**src/rtl/ccd_tg_pkg.sv**
```systemverilog
package ccd_tg_pkg;
  localparam int TICKS = 4;

  typedef enum logic [1:0] {
    REG_NONE  = 2'd0,
    REG_DUMMY = 2'd1,
    REG_OB    = 2'd2,
    REG_ACT   = 2'd3
  } region_e;

  function automatic region_e merge_region(region_e c, region_e r);
    if (c == REG_NONE) return REG_NONE;
    if (c == REG_DUMMY || r == REG_DUMMY) return REG_DUMMY;
    if (c == REG_OB || r == REG_OB) return REG_OB;
    return REG_ACT;
  endfunction
endpackage

```
**src/rtl/ccd_tick_gen.sv**
```systemverilog
module ccd_tick_gen
  import ccd_tg_pkg::*;
(
  input  logic clk_i,
  input  logic rst_ni,
  input  logic en_i,
  output logic px_end_o,
  output logic h1_o,
  output logic rg_o,
  output logic ds1_o,
  output logic ds2_o
);
  localparam int TW = $clog2(TICKS);
  localparam logic [TW-1:0] LAST = TW'(TICKS - 1);

  logic [TW-1:0] tick_q;
  logic          started_q;

  always_ff @(posedge clk_i or negedge rst_ni) begin
    if (!rst_ni) begin
      tick_q    <= '0;
      started_q <= 1'b0;
    end else if (!en_i) begin
      tick_q    <= '0;
      started_q <= 1'b0;
    end else begin
      tick_q <= (tick_q == LAST) ? '0 : tick_q + 1'b1;
      if (tick_q == LAST) started_q <= 1'b1;
    end
  end

  assign px_end_o = en_i && (tick_q == LAST);
  assign h1_o     = (tick_q < TW'(2));
  assign rg_o     = (tick_q < TW'(2));
  assign ds1_o    = (tick_q == TW'(1)) || (tick_q == TW'(2));
  // sample strobe wraps into tick 0 of the next pixel, none before the first pixel
  assign ds2_o    = (tick_q == LAST) || (tick_q == '0 && started_q);
endmodule

```
**src/rtl/ccd_col_ctr.sv**
```systemverilog
module ccd_col_ctr
  import ccd_tg_pkg::*;
#(
  parameter int DUMMY_COLS = 1,
  parameter int OB_LEAD    = 4,
  parameter int ACT_COLS   = 962,
  parameter int OB_TRAIL   = 41,
  parameter int HBLANK     = 16,
  parameter int COL_W      = 10
) (
  input  logic             clk_i,
  input  logic             rst_ni,
  input  logic             en_i,
  input  logic             px_end_i,
  output logic [COL_W-1:0] col_o,
  output logic             line_end_o,
  output region_e          region_o
);
  localparam int C_OB0  = DUMMY_COLS;
  localparam int C_ACT0 = C_OB0 + OB_LEAD;
  localparam int C_OB1  = C_ACT0 + ACT_COLS;
  localparam int C_BLK  = C_OB1 + OB_TRAIL;
  localparam int C_TOT  = C_BLK + HBLANK;

  logic [COL_W-1:0] col_q;

  always_ff @(posedge clk_i or negedge rst_ni) begin
    if (!rst_ni)        col_q <= '0;
    else if (!en_i)     col_q <= '0;
    else if (px_end_i)  col_q <= (col_q == COL_W'(C_TOT - 1)) ? '0 : col_q + 1'b1;
  end

  assign col_o      = col_q;
  assign line_end_o = px_end_i && (col_q == COL_W'(C_TOT - 1));

  always_comb begin
    if (col_q < COL_W'(C_OB0))       region_o = REG_DUMMY;
    else if (col_q < COL_W'(C_ACT0)) region_o = REG_OB;
    else if (col_q < COL_W'(C_OB1))  region_o = REG_ACT;
    else if (col_q < COL_W'(C_BLK))  region_o = REG_OB;
    else                             region_o = REG_NONE;
  end
endmodule

```
**src/rtl/ccd_row_ctr.sv**
```systemverilog
module ccd_row_ctr
  import ccd_tg_pkg::*;
#(
  parameter int DUMMY_ROWS = 2,
  parameter int ACT_ROWS   = 654,
  parameter int OB_W       = 4,
  parameter int ROW_W      = 10,
  parameter int FIELD_W    = 8,
  parameter int OB_TOP_RST = 8,
  parameter int OB_BOT_RST = 2,
  parameter int SHUT_RST   = 100
) (
  input  logic               clk_i,
  input  logic               rst_ni,
  input  logic               en_i,
  input  logic               line_end_i,
  input  logic [OB_W-1:0]    ob_top_i,
  input  logic [OB_W-1:0]    ob_bot_i,
  input  logic [ROW_W-1:0]   shut_line_i,
  output logic [ROW_W-1:0]   row_o,
  output logic [FIELD_W-1:0] field_o,
  output logic               shut_hit_o,
  output region_e            region_o
);
  localparam int RW1 = ROW_W + 1;

  logic [ROW_W-1:0]   row_q, shut_q;
  logic [OB_W-1:0]    obt_q, obb_q;
  logic [FIELD_W-1:0] field_q;
  logic [RW1-1:0]     b_ob, b_act, b_last;
  logic               field_end;

  assign b_ob      = RW1'(DUMMY_ROWS) + RW1'(obt_q);
  assign b_act     = b_ob + RW1'(ACT_ROWS);
  assign b_last    = b_act + RW1'(obb_q) - 1'b1;
  assign field_end = line_end_i && (RW1'(row_q) == b_last);

  always_ff @(posedge clk_i or negedge rst_ni) begin
    if (!rst_ni) begin
      row_q   <= '0;
      field_q <= '0;
      obt_q   <= OB_W'(OB_TOP_RST);
      obb_q   <= OB_W'(OB_BOT_RST);
      shut_q  <= ROW_W'(SHUT_RST);
    end else if (!en_i || field_end) begin
      row_q  <= '0;
      obt_q  <= ob_top_i;
      obb_q  <= ob_bot_i;
      shut_q <= shut_line_i;
      if (field_end) field_q <= field_q + 1'b1;
    end else if (line_end_i) begin
      row_q <= row_q + 1'b1;
    end
  end

  assign row_o      = row_q;
  assign field_o    = field_q;
  assign shut_hit_o = (row_q == shut_q);

  always_comb begin
    if (RW1'(row_q) < RW1'(DUMMY_ROWS)) region_o = REG_DUMMY;
    else if (RW1'(row_q) < b_ob)        region_o = REG_OB;
    else if (RW1'(row_q) < b_act)       region_o = REG_ACT;
    else                                region_o = REG_OB;
  end

  a_r4_row_in_field: assert property (@(posedge clk_i) disable iff (!rst_ni)
    RW1'(row_q) <= b_last);
  a_r9_field_step: assert property (@(posedge clk_i) disable iff (!rst_ni)
    !field_end |=> $stable(field_q));
endmodule

```
**src/rtl/ccd_htiming_gen.sv**
```systemverilog
module ccd_htiming_gen
  import ccd_tg_pkg::*;
#(
  parameter int DUMMY_COLS = 1,
  parameter int OB_LEAD    = 4,
  parameter int ACT_COLS   = 962,
  parameter int OB_TRAIL   = 41,
  parameter int HBLANK     = 16,
  parameter int DUMMY_ROWS = 2,
  parameter int ACT_ROWS   = 654,
  parameter int OB_W       = 4,
  parameter int FIELD_W    = 8,
  parameter int OB_TOP_RST = 8,
  parameter int OB_BOT_RST = 2,
  parameter int SHUT_RST   = 100,
  parameter int COL_W = $clog2(DUMMY_COLS + OB_LEAD + ACT_COLS + OB_TRAIL + HBLANK),
  parameter int ROW_W = $clog2(DUMMY_ROWS + ACT_ROWS + 2 * ((1 << OB_W) - 1))
) (
  input  logic               clk_i,
  input  logic               rst_ni,
  input  logic               en_i,
  input  logic [OB_W-1:0]    ob_top_i,
  input  logic [OB_W-1:0]    ob_bot_i,
  input  logic [ROW_W-1:0]   shut_line_i,
  output logic               h1_o,
  output logic               h2_o,
  output logic               rg_o,
  output logic               ds1_o,
  output logic               ds2_o,
  output logic [1:0]         region_o,
  output logic               line_start_o,
  output logic               field_start_o,
  output logic               shutter_o,
  output logic [COL_W-1:0]   col_o,
  output logic [ROW_W-1:0]   line_o,
  output logic [FIELD_W-1:0] field_o
);
  logic               px_end, line_end, shut_hit;
  logic               h1_c, rg_c, ds1_c, ds2_c;
  logic [COL_W-1:0]   col;
  logic [ROW_W-1:0]   row;
  logic [FIELD_W-1:0] field;
  region_e            col_rgn, row_rgn;
  logic               first_col;

  ccd_tick_gen u_tick (
    .clk_i, .rst_ni, .en_i,
    .px_end_o(px_end), .h1_o(h1_c), .rg_o(rg_c), .ds1_o(ds1_c), .ds2_o(ds2_c)
  );

  ccd_col_ctr #(
    .DUMMY_COLS(DUMMY_COLS), .OB_LEAD(OB_LEAD), .ACT_COLS(ACT_COLS),
    .OB_TRAIL(OB_TRAIL), .HBLANK(HBLANK), .COL_W(COL_W)
  ) u_col (
    .clk_i, .rst_ni, .en_i, .px_end_i(px_end),
    .col_o(col), .line_end_o(line_end), .region_o(col_rgn)
  );

  ccd_row_ctr #(
    .DUMMY_ROWS(DUMMY_ROWS), .ACT_ROWS(ACT_ROWS), .OB_W(OB_W), .ROW_W(ROW_W),
    .FIELD_W(FIELD_W), .OB_TOP_RST(OB_TOP_RST), .OB_BOT_RST(OB_BOT_RST),
    .SHUT_RST(SHUT_RST)
  ) u_row (
    .clk_i, .rst_ni, .en_i, .line_end_i(line_end),
    .ob_top_i, .ob_bot_i, .shut_line_i,
    .row_o(row), .field_o(field), .shut_hit_o(shut_hit), .region_o(row_rgn)
  );

  assign first_col = (col == '0);

  always_ff @(posedge clk_i or negedge rst_ni) begin
    if (!rst_ni) begin
      h1_o <= 1'b0; h2_o <= 1'b0; rg_o <= 1'b0; ds1_o <= 1'b0; ds2_o <= 1'b0;
      region_o <= REG_NONE; line_start_o <= 1'b0; field_start_o <= 1'b0;
      shutter_o <= 1'b0; col_o <= '0; line_o <= '0; field_o <= '0;
    end else begin
      h1_o          <= en_i && h1_c;
      h2_o          <= en_i && !h1_c;
      rg_o          <= en_i && rg_c;
      ds1_o         <= en_i && ds1_c;
      ds2_o         <= en_i && ds2_c;
      region_o      <= en_i ? merge_region(col_rgn, row_rgn) : REG_NONE;
      line_start_o  <= en_i && first_col;
      field_start_o <= en_i && first_col && (row == '0);
      shutter_o     <= en_i && first_col && shut_hit;
      col_o         <= en_i ? col : '0;
      line_o        <= en_i ? row : '0;
      field_o       <= field;
    end
  end

  a_r1_h1_two_ticks: assert property (@(posedge clk_i) disable iff (!rst_ni)
    ($rose(h1_o) && en_i) |=> h1_o);
  a_r2_no_overlap: assert property (@(posedge clk_i) disable iff (!rst_ni)
    !(ds1_o && ds2_o));
  a_r2_clamp_in_reset: assert property (@(posedge clk_i) disable iff (!rst_ni)
    $rose(ds1_o) |-> rg_o);
  a_r5_field_in_line: assert property (@(posedge clk_i) disable iff (!rst_ni)
    field_start_o |-> line_start_o);
  a_r6_shutter_at_line_start: assert property (@(posedge clk_i) disable iff (!rst_ni)
    shutter_o |-> line_start_o);
  a_r8_idle_quiet: assert property (@(posedge clk_i) disable iff (!rst_ni)
    !en_i |=> !(h1_o || h2_o || rg_o || ds1_o || ds2_o || line_start_o || shutter_o));
endmodule

```
**config.mk**
```make
export PLATFORM = sky130hd
export DESIGN_NAME = ccd_htiming_gen
export DESIGN_NICKNAME = d
export VERILOG_FILES = /design/src/rtl/ccd_tg_pkg.sv /design/src/rtl/ccd_tick_gen.sv /design/src/rtl/ccd_col_ctr.sv /design/src/rtl/ccd_row_ctr.sv /design/src/rtl/ccd_htiming_gen.sv
export SDC_FILE = /design/constraint.sdc
export NUM_CORES = 1
export LEC_CHECK = 0
export BUFFER_PORTS_ARGS = -buffer_cell sky130_fd_sc_hd__buf_2
export CAP_MARGIN = 20
export CELL_PAD_IN_SITES_DETAIL_PLACEMENT = 0
export CELL_PAD_IN_SITES_GLOBAL_PLACEMENT = 1
export CORE_ASPECT_RATIO = 0.75
export CORE_MARGIN = 10
export CORE_UTILIZATION = 40
export CTS_CLUSTER_SIZE = 8
export DETAILED_ROUTE_END_ITERATION = 6
export GPL_ROUTABILITY_DRIVEN = 0
export PLACE_DENSITY_LB_ADDON = 0.1
export SLEW_MARGIN = 20
export SYNTH_ARGS = -nofsm -noshare
export SYNTH_HDL_FRONTEND = slang
export SYNTH_HIERARCHICAL = 1
export SYNTH_SLANG_ARGS = --single-unit
```
**constraint.sdc**
```tcl
create_clock -name clk_i -period 4.25 [get_ports clk_i]
set_input_delay 0.85 -clock clk_i [delete_from_list [all_inputs] [get_ports clk_i]]
set_output_delay 0.85 -clock clk_i [all_outputs]
set_load 0.02 [all_outputs]
```
==> results of run 1 <==
## registers in the layout, summed over array words and instances, names as in the netlist, 2 cells and up
| signal | flops |
|---|---|
| line_o | 10 |
| col_o | 10 |
| u_row/row_o | 10 |
| u_row/obb_q | 4 |
| u_row/obt_q | 4 |
| region_o | 2 |
| field_o | 8 |
| u_row/field_o | 8 |
| u_col/col_o | 10 |
| u_row/shut_q | 10 |
| u_tick/tick_q | 2 |
## logic make-up (layout without fill, tap and decap cells)
group           count (synthesis)  count (layout)  share of synthesized area, %
compound gates                 30              30                          4.92
simple gates                  132             132                          17.9
mux                            21              21                          6.09
xor+xnor                       47              47                          9.36
buf+inv                        43             108                          4.64
fa+ha+maj                      26              26                          7.45
flops                          87              87                          49.6
## power by group through the flow
| stage | clock (mW) | sequential, mW | combinational, mW |
|---|---|---|---|
| 2_1_floorplan | 0 | 0.904 | 0.217 |
| 3_3_place_gp | 0 | 0.898 | 0.297 |
| 3_5_place_dp | 0 | 0.900 | 0.299 |
| 4_1_cts | 0.865 | 0.884 | 0.301 |
| 5_1_grt | 0.898 | 0.888 | 0.336 |
| 6_report | 0.835 | 0.884 | 0.296 |
## worst max-delay path, delay by kind of cell, from the launching register on
family | cells | cell delay, ps
AOI/OAI and AO/OA | 1 | 170
xor gates and xnor gates | 2 | 490
and+or+nand+nor | 4 | 770
muxes | 1 | 350
buffers and inverters | 1 | 230
DFF | 1 | 440
adders and majority gates | 3 | 1180
## metal layers
layer	wire [microns]	vias up
met5	0	-
met2	4000	58
met1	4560	1369
met4	103	0
met3	425	9
li1	-	1417
## synthesized netlist by cell type, types with 2 or more instances
| master | number |
|---|---|
| a2111oi_0 | 2 |
| a21o_1 | 2 |
| a21oi_1 | 10 |
| and2_1 | 28 |
| and2_2 | 2 |
| and3_1 | 2 |
| buf_2 | 2 |
| buf_4 | 2 |
| buf_6 | 2 |
| clkbuf_1 | 6 |
| dfrtp_1 | 82 |
| dfstp_2 | 5 |
| ha_1 | 23 |
| inv_1 | 29 |
| maj3_1 | 2 |
| mux2_2 | 10 |
| mux2_4 | 9 |
| mux2i_1 | 2 |
| nand2_1 | 15 |
| nand2b_1 | 10 |
| nand3_1 | 12 |
| nand4_1 | 10 |
| nor2_1 | 27 |
| nor2b_1 | 2 |
| nor3b_2 | 2 |
| nor4_1 | 6 |
| o21ai_0 | 5 |
| or3_1 | 2 |
| or4_1 | 2 |
| xnor2_1 | 29 |
| xor2_1 | 18 |
## how the worst max path moves through the flow
stage	start	endpoint	slack (ps)	depth (start not counted)
after floorplan	u_row/obt_q[2]	u_row/shut_q[0]	830	14
after global placement	u_row/obt_q[2]	u_row/obt_q[0]	570	12
after detailed placement	u_row/obt_q[2]	u_row/obb_q[0]	490	12
after CTS	u_row/obt_q[2]	u_row/shut_q[9]	470	12
after global routing	u_row/obt_q[2]	u_row/obt_q[0]	230	12
final	u_row/obt_q[2]	u_row/shut_q[9]	490	12
## per-stage QoR
stage	total power, mW	area, sq um	setup slack [ps]
after global placement	1.19	4820	571
after CTS	2.05	5140	470
final	2.01	5140	491
after floorplan	1.12	4400	834
after global routing	2.12	5140	230
after detailed placement	1.20	4820	491
## area by class of cell
cell class,instances,area share (%)
Clock buffer,11,4.53
Timing Repair Buffer,63,6.67
Tap cell,140,3.41
Sequential cell,87,42.5
Clock inverter,5,1.61
Inverter,29,2.12
Multi-Input combinational cell,256,39.2
==> summary.md, run 1 <==
| Metric | Value |
|---|---|
| Worst Hold Depth | 0 |
| R2R Setup Slk | 490 ps |
| Leak pwr | 2.56 nW |
| Gate power share | 14.7% |
| Switch share | 24.8% |
| Routed length per instance | 15.4 microns |
| First-pass GRT wire length | 15500 microns |
| HPWL Detailed | 6500 microns |
| Post-CTS Resized | 0 |
| Layout Nets | 491 |
| Post-synth EDFFs | 0 |
| Synthesized area | 4400 sq um |
| Final Core Density | 47.5% |
| Synth cell types | 57 |
| Fin crit share | 88.5% |
| Post-Route Setup TNS | 0 ps |
| Total number of vias | 2853 |
| Maximum clock insertion buffer count | 2 |
| Sequential area share after synthesis | 49.6% |
| Fin crit period | 3760 ps |
| Worst setup SP type | register |
| Final Setup Violations | 0 |
| PwrDens | 392 nW/um^2 |
| Critical path arrival | 3980 ps |
| DIE WIDTH | 141 microns |
| Standard-cell rows | 33 |
| Max Cap Viol | 0 |
| Switching power | 499 uW |
| Clock Sink Count | 87 |
| Layout Skew | 3.50 ps |
| CP max stage cell | fa_1 |
| Met2 Use GR | 17.3% |
| Internal Power | 1.52 mW |
| Hold path start | u_row/field_o[7] |
| R2r startpoint | u_row/obt_q[2] |
| Worst Tran Pin Value | 933 ps |
| Area occupied by multi-input gates | 2010 sq um |
| Root Driver | clkbuf_16 |
| Hold slack | 394 ps |
| Initial Util | 40.7% |
| CP endpoint kind | register |
| Largest net degree at the start of global routing | 75 |
| Avg Vias per Cell | 4.83 |
| Clock share of power | 41.4% |
| Area Growth Syn to Fin | 16.8% |
| Postcts setup bufs | 0 |
| Post-synthesis net count | 431 |
| Share of cells above drive strength 1 | 25.7% |
| GRT overflow | 0 |
| Peak VDD IR | 183 uV |
| CTS tree | done |
| Die height | 111 microns |
| ANT nets after route | 0 |
| Residual DRC | 0 |
| Most frequent cells in the layout | 82 x dfrtp_1, 57 x buf_2, 29 x inv_1, 29 x xnor2_1, 28 x and2_1 |
| Worst Reg-to-Reg Cells | 12 |
| Initial antenna violation count | 0 |
| Antenna diode count | 0 |
| Final Max Slew Viols | 0 |
| Synth Register Bits | 87 |
| Critical path cell sequence | ha_1, xnor2_1, ha_1, fa_1, nand2b_1, a21oi_1, nor3b_2, xnor2_1, nor3_4, nand2b_1, buf_12, mux2_2 |
| Hold Vio Cnt, Final | 0 |
| Post-Layout Cell Count | 591 |
| CTS buffer count | 9 |
| Critical path peak fanout | 23 |
| Number of global-route vias before repair | 2935 |
| Met3 usage | 4.02% |
| Worst-path clk slew | 60 ps |
| Starting DRC count in detailed routing | 151 |
| Hold EP | field_o[7] |
| H-tree levels | 3 |
| FILL cells | 1042 |
| Core ar. | 10800 sq um |
| Skew-Pair Late Insertion Delay | 340 ps |
| Worst Path Required | 4470 ps |
| Hold buffer count at cts | 0 |
| Synth Instances | 386 |
| Fmax | 266 MHz |
| Flop pwr share | 43.9% |
| Most frequently used flop master after synthesis | dfrtp_1 |
| Largest stage delay, worst path | 460 ps |
| Worst min path class | register to register |
| Worst setup path class | register to register |
| Cell taking the most area after synthesis | dfrtp_1 |
| Drt first pass iters | 4 |
| Status | finished clean |
| Detailed-route wire length | 9080 microns |
| Die area | 15600 sq um |
| Mean Syn Cell Area | 11.4 sq um |
| Gr usage total | 12.2% |
| Ranking of synthesized cells by area | dfrtp_1 47%, ha_1 6.5%, xnor2_1 5.8% |
| DP Cell Count | 575 |
| Yosys warning count | 6 |
| Register area | 2180 sq um |
| I/O pin cnt | 59 |
| Grt met1 use | 17.0% |
| Post-synth top area share | 46.6% |
| Port Buffers | 58 |
| Max transition margin | 37.8% |
| Commonest non-fill, non-tap cell in the layout | dfrtp_1 |
| Unrepaired setup endpoints after global routing | no |
| Global route hottest layer | met2 |
| Post-synthesis async set-or-reset flop share | 100% |
| R2R Path End | u_row/shut_q[9] |
No activity file was read; power rests on OpenSTA's default activity.
==> inputs of run 2 (changes only) <==
Settings changed: SYNTH_HIERARCHICAL 1 to default.
==> summary.md, run 2 <==
| Metric | Value |
|---|---|
| Status | finished clean |
| Critical path peak fanout | 19 (-17%) |
| Core ar. | 10300 sq um (-4.9%) |
| Gr usage total | 12.3% (+0.10 points) |
| Max Cap Viol | 0 (unchanged) |
| Standard-cell rows | 32 (-3.0%) |
| Met3 usage | 4.21% (+0.19 points) |
| Postcts setup bufs | 0 (unchanged) |
| Avg Vias per Cell | 4.86 (+0.66%) |
| Leak pwr | 2.49 nW (-2.7%) |
| Global route hottest layer | met1 |
| Cell mode on critical path | ha_1 |
| Hold slack | 403 ps (+9.03 ps) |
| Most frequently used flop master after synthesis | dfrtp_1 |
| Synth Register Bits | 85 (-2.3%) |
| Post-CTS Resized | 0 (unchanged) |
| Yosys warning count | 0 (-6) |
| Largest net degree at the start of global routing | 86 (+15%) |
| Adder-cell share of the synthesized area | 7.78% (+0.33 points) |
| Combinational family with the most area after synthesis | simple AND/OR/NAND/NOR gates |
| HPWL Detailed | 6430 microns (-1.2%) |
| Layout Skew | 7.78 ps (+4.28 ps) |
| Worst-path clk slew | 60 ps (about the same) |
| Drt first pass iters | 4 (unchanged) |
| Multiplexer area fraction after synthesis | 5.08% (-1.0 points) |
| Worst min path class | register to register |
| Total number of vias | 2794 (-2.1%) |
| Layout Nets | 480 (-2.2%) |
| Worst setup path class | register to register |
| Critical path arrival | 4010 ps (+30 ps) |
| CP endpoint kind | register |
| Gate power share | 15.0% (+0.3 points) |
| PwrDens | 398 nW/um^2 (+1.6%) |
| CTS buffer count | 9 (unchanged) |
| DIE WIDTH | 139 microns (-1.8%) |
| Synth Instances | 380 (-1.6%) |
| Post-Route Setup TNS | 0 ps (unchanged) |
| Sequential area share after synthesis | 50.6% (+0.99 points) |
| Post-synthesis net count | 425 (-1.4%) |
| CP max stage cell | nor4b_1 |
| Switching power | 492 uW (-1.5%) |
| Initial antenna violation count | 0 (unchanged) |
| Final Core Density | 48.0% (+0.55 points) |
| Antenna diode count | 0 (unchanged) |
| Synth cell types | 48 (-16%) |
| H-tree levels | 3 (unchanged) |
| Die height | 109 microns (-1.7%) |
| Fin crit period | 3790 ps (+35.5 ps) |
| Number of global-route vias before repair | 2805 (-4.4%) |
| Count leader, synth | dfrtp_1 |
| Hold Vio Cnt, Final | 0 (unchanged) |
| CTS tree | done |
| Cell taking the most area after synthesis | dfrtp_1 |
| Routed length per instance | 15.4 microns (+0.23%) |
| Worst Hold Depth | 0 (unchanged) |
| Skew-Pair Late Insertion Delay | 340 ps (about the same) |
| Hold buffer count at cts | 0 (unchanged) |
| Clock share of power | 41.5% (about the same) |
| Port Buffers | 58 (unchanged) |
| Max transition margin | 48.8% (+11 points) |
| Switch share | 25.0% (+0.19 points) |
| Most frequent cells in the layout | 80 x dfrtp_1, 57 x buf_2, 30 x and2_1 |
| Maximum clock insertion buffer count | 2 (unchanged) |
| Worst Tran Pin Value | 768 ps (-166 ps) |
| Worst Path Required | 4470 ps (about the same) |
| Worst path depth | 12 (unchanged) |
| Area Growth Syn to Fin | 17.3% |
| Detailed-route wire length | 8860 microns (-2.5%) |
| Critical path cell sequence | ha_1, nor4b_1, a2111oi_0, ha_1, nor2_1, a21oi_1, and2_1, nor3b_2, xnor2_2, o31ai_4, buf_4, mux2_1 |
| Worst Reg-to-Reg Cells | 12 (unchanged) |
| Xor/xnor share of the synthesized area | 9.32% (-0.034 points) |
| Synthesized area | 4210 sq um (-4.2%) |
| Clock Sink Count | 85 (-2.3%) |
| Met2 Use GR | 17.3% (+0.032 points) |
| I/O pin cnt | 59 (unchanged) |
| Commonest non-fill, non-tap cell in the layout | dfrtp_1 |
| Final Setup Violations | 0 (unchanged) |
| Flop pwr share | 43.6% (-0.3 points) |
| GRT overflow | 0 (unchanged) |
| Ranking of synthesized cells by area | dfrtp_1 48%, ha_1 6.8%, mux2_1 4.8% |
| Die area | 15100 sq um (-3.5%) |
| Largest stage delay, worst path | 600 ps (+140 ps) |
| Grt met1 use | 17.4% (+0.36 points) |
| Mean Syn Cell Area | 11.1 sq um (-2.7%) |
| Post-synth EDFFs | 0 (unchanged) |
| Initial Util | 41.0% (+0.29 points) |
| Post-synth top area share | 47.5% (+0.86 points) |
| Fin crit share | 89.3% (+0.83 points) |
| Post-synthesis async set-or-reset flop share | 100% (unchanged) |
| Fmax | 264 MHz (-0.93%) |
| Starting DRC count in detailed routing | 150 (-0.66%) |
| Share of cells above drive strength 1 | 19.6% (-6.1 points) |
| Root Driver | clkbuf_16 |
| Compound-Gate Fraction of Synth Area | 6.12% (+1.2 points) |
| ANT nets after route | 0 (unchanged) |
| Internal Power | 1.48 mW (-2.5%) |
| Residual DRC | 0 (unchanged) |
| Post-synthesis simple-gate area fraction | 16.9% (-0.99 points) |
| Worst Path Buf+Inv | 1 (unchanged) |
| Unrepaired setup endpoints after global routing | no |
| Peak VDD IR | 174 uV (-4.4%) |
| First-pass GRT wire length | 15000 microns (-3.6%) |
| Final Max Slew Viols | 0 (unchanged) |
| Family with the most delay on the worst path | simple AND/OR/NAND/NOR gates |
| Worst setup SP type | register |
| Commonest cells post-synth | 80 x dfrtp_1, 30 x and2_1, 27 x inv_1 |
run 2: cell types whose count changed after synthesis, sizes merged, moves of 3 or more:
cell and delta:
a21oi -4, o21ai +5, nor2 -9, nand2b -4, nor2b +5, nor3 +4
and3 +5, xor2 +4, nand4 -5, clkbuf +4, o31ai +3, xnor2 -7
run 2: kinds of logic (layout without fill, tap and decap cells):
| kind of cell | Yosys count | after routing |
|---|---|---|
| compound gates | 34 | 34 |
| xor+xnor | 44 | 44 |
| fa+ha+maj | 26 | 26 |
| buf+inv | 44 | 103 |
| flops | 85 | 85 |
| mux | 19 | 19 |
| simple gates | 128 | 128 |
run 2: path summary, 6_finish.rpt:
| check | startpoint | endpoint | slack [ps] |
|---|---|---|---|
| worst max-delay path | u_row.obt_q[1] | u_row.obb_q[2] | 460 |
| worst min-delay path | u_row.field_o[7] | field_o[7] | 400 |
| worst max register to register | u_row.obt_q[1] | u_row.obb_q[2] | 460 |
| worst min register to register | u_row.field_o[7] | field_o[7] | 400 |
| max in group asynchronous | rst_ni | u_row.obt_q[0] | 3160 |
| min in group asynchronous | rst_ni | u_row.field_o[5] | 560 |
run 2: routing by layer:
layer,vias to the layer above,share of wire [%]
met4,0,1.1
met1,1321,53
met2,70,41
met3,11,5.5
met5,-,0
li1,1392,-
run 2: power by group through the flow:
stage,sequential [mW],clock (mW),combinational [mW]
2_1_floorplan,0.877,0,0.215
3_3_place_gp,0.872,0,0.295
3_5_place_dp,0.873,0,0.298
4_1_cts,0.858,0.842,0.300
5_1_grt,0.862,0.875,0.338
6_report,0.858,0.816,0.295
run 2: layout make-up:
class	count	area, sq um
clock buffer	11	233
clock inverter	4	73.8
fill	982	5350
inverter	27	101
multi-input combinational	251	1910
sequential	85	2130
tap	136	170
timing repair buffer	61	319
run 2: metrics by stage:
| stage | area [sq um] | power, mW | setup WS [ps] | std cells |
|---|---|---|---|---|
| final | 4940 | 1.97 | 455 | 575 |
| after global routing | 4940 | 2.08 | 178 | 575 |
| after CTS | 4930 | 2.00 | 415 | 575 |
| after detailed placement | 4630 | 1.17 | 440 | 560 |
| after global placement | 4630 | 1.17 | 541 | 560 |
| after floorplan | 4210 | 1.09 | 591 | 380 |
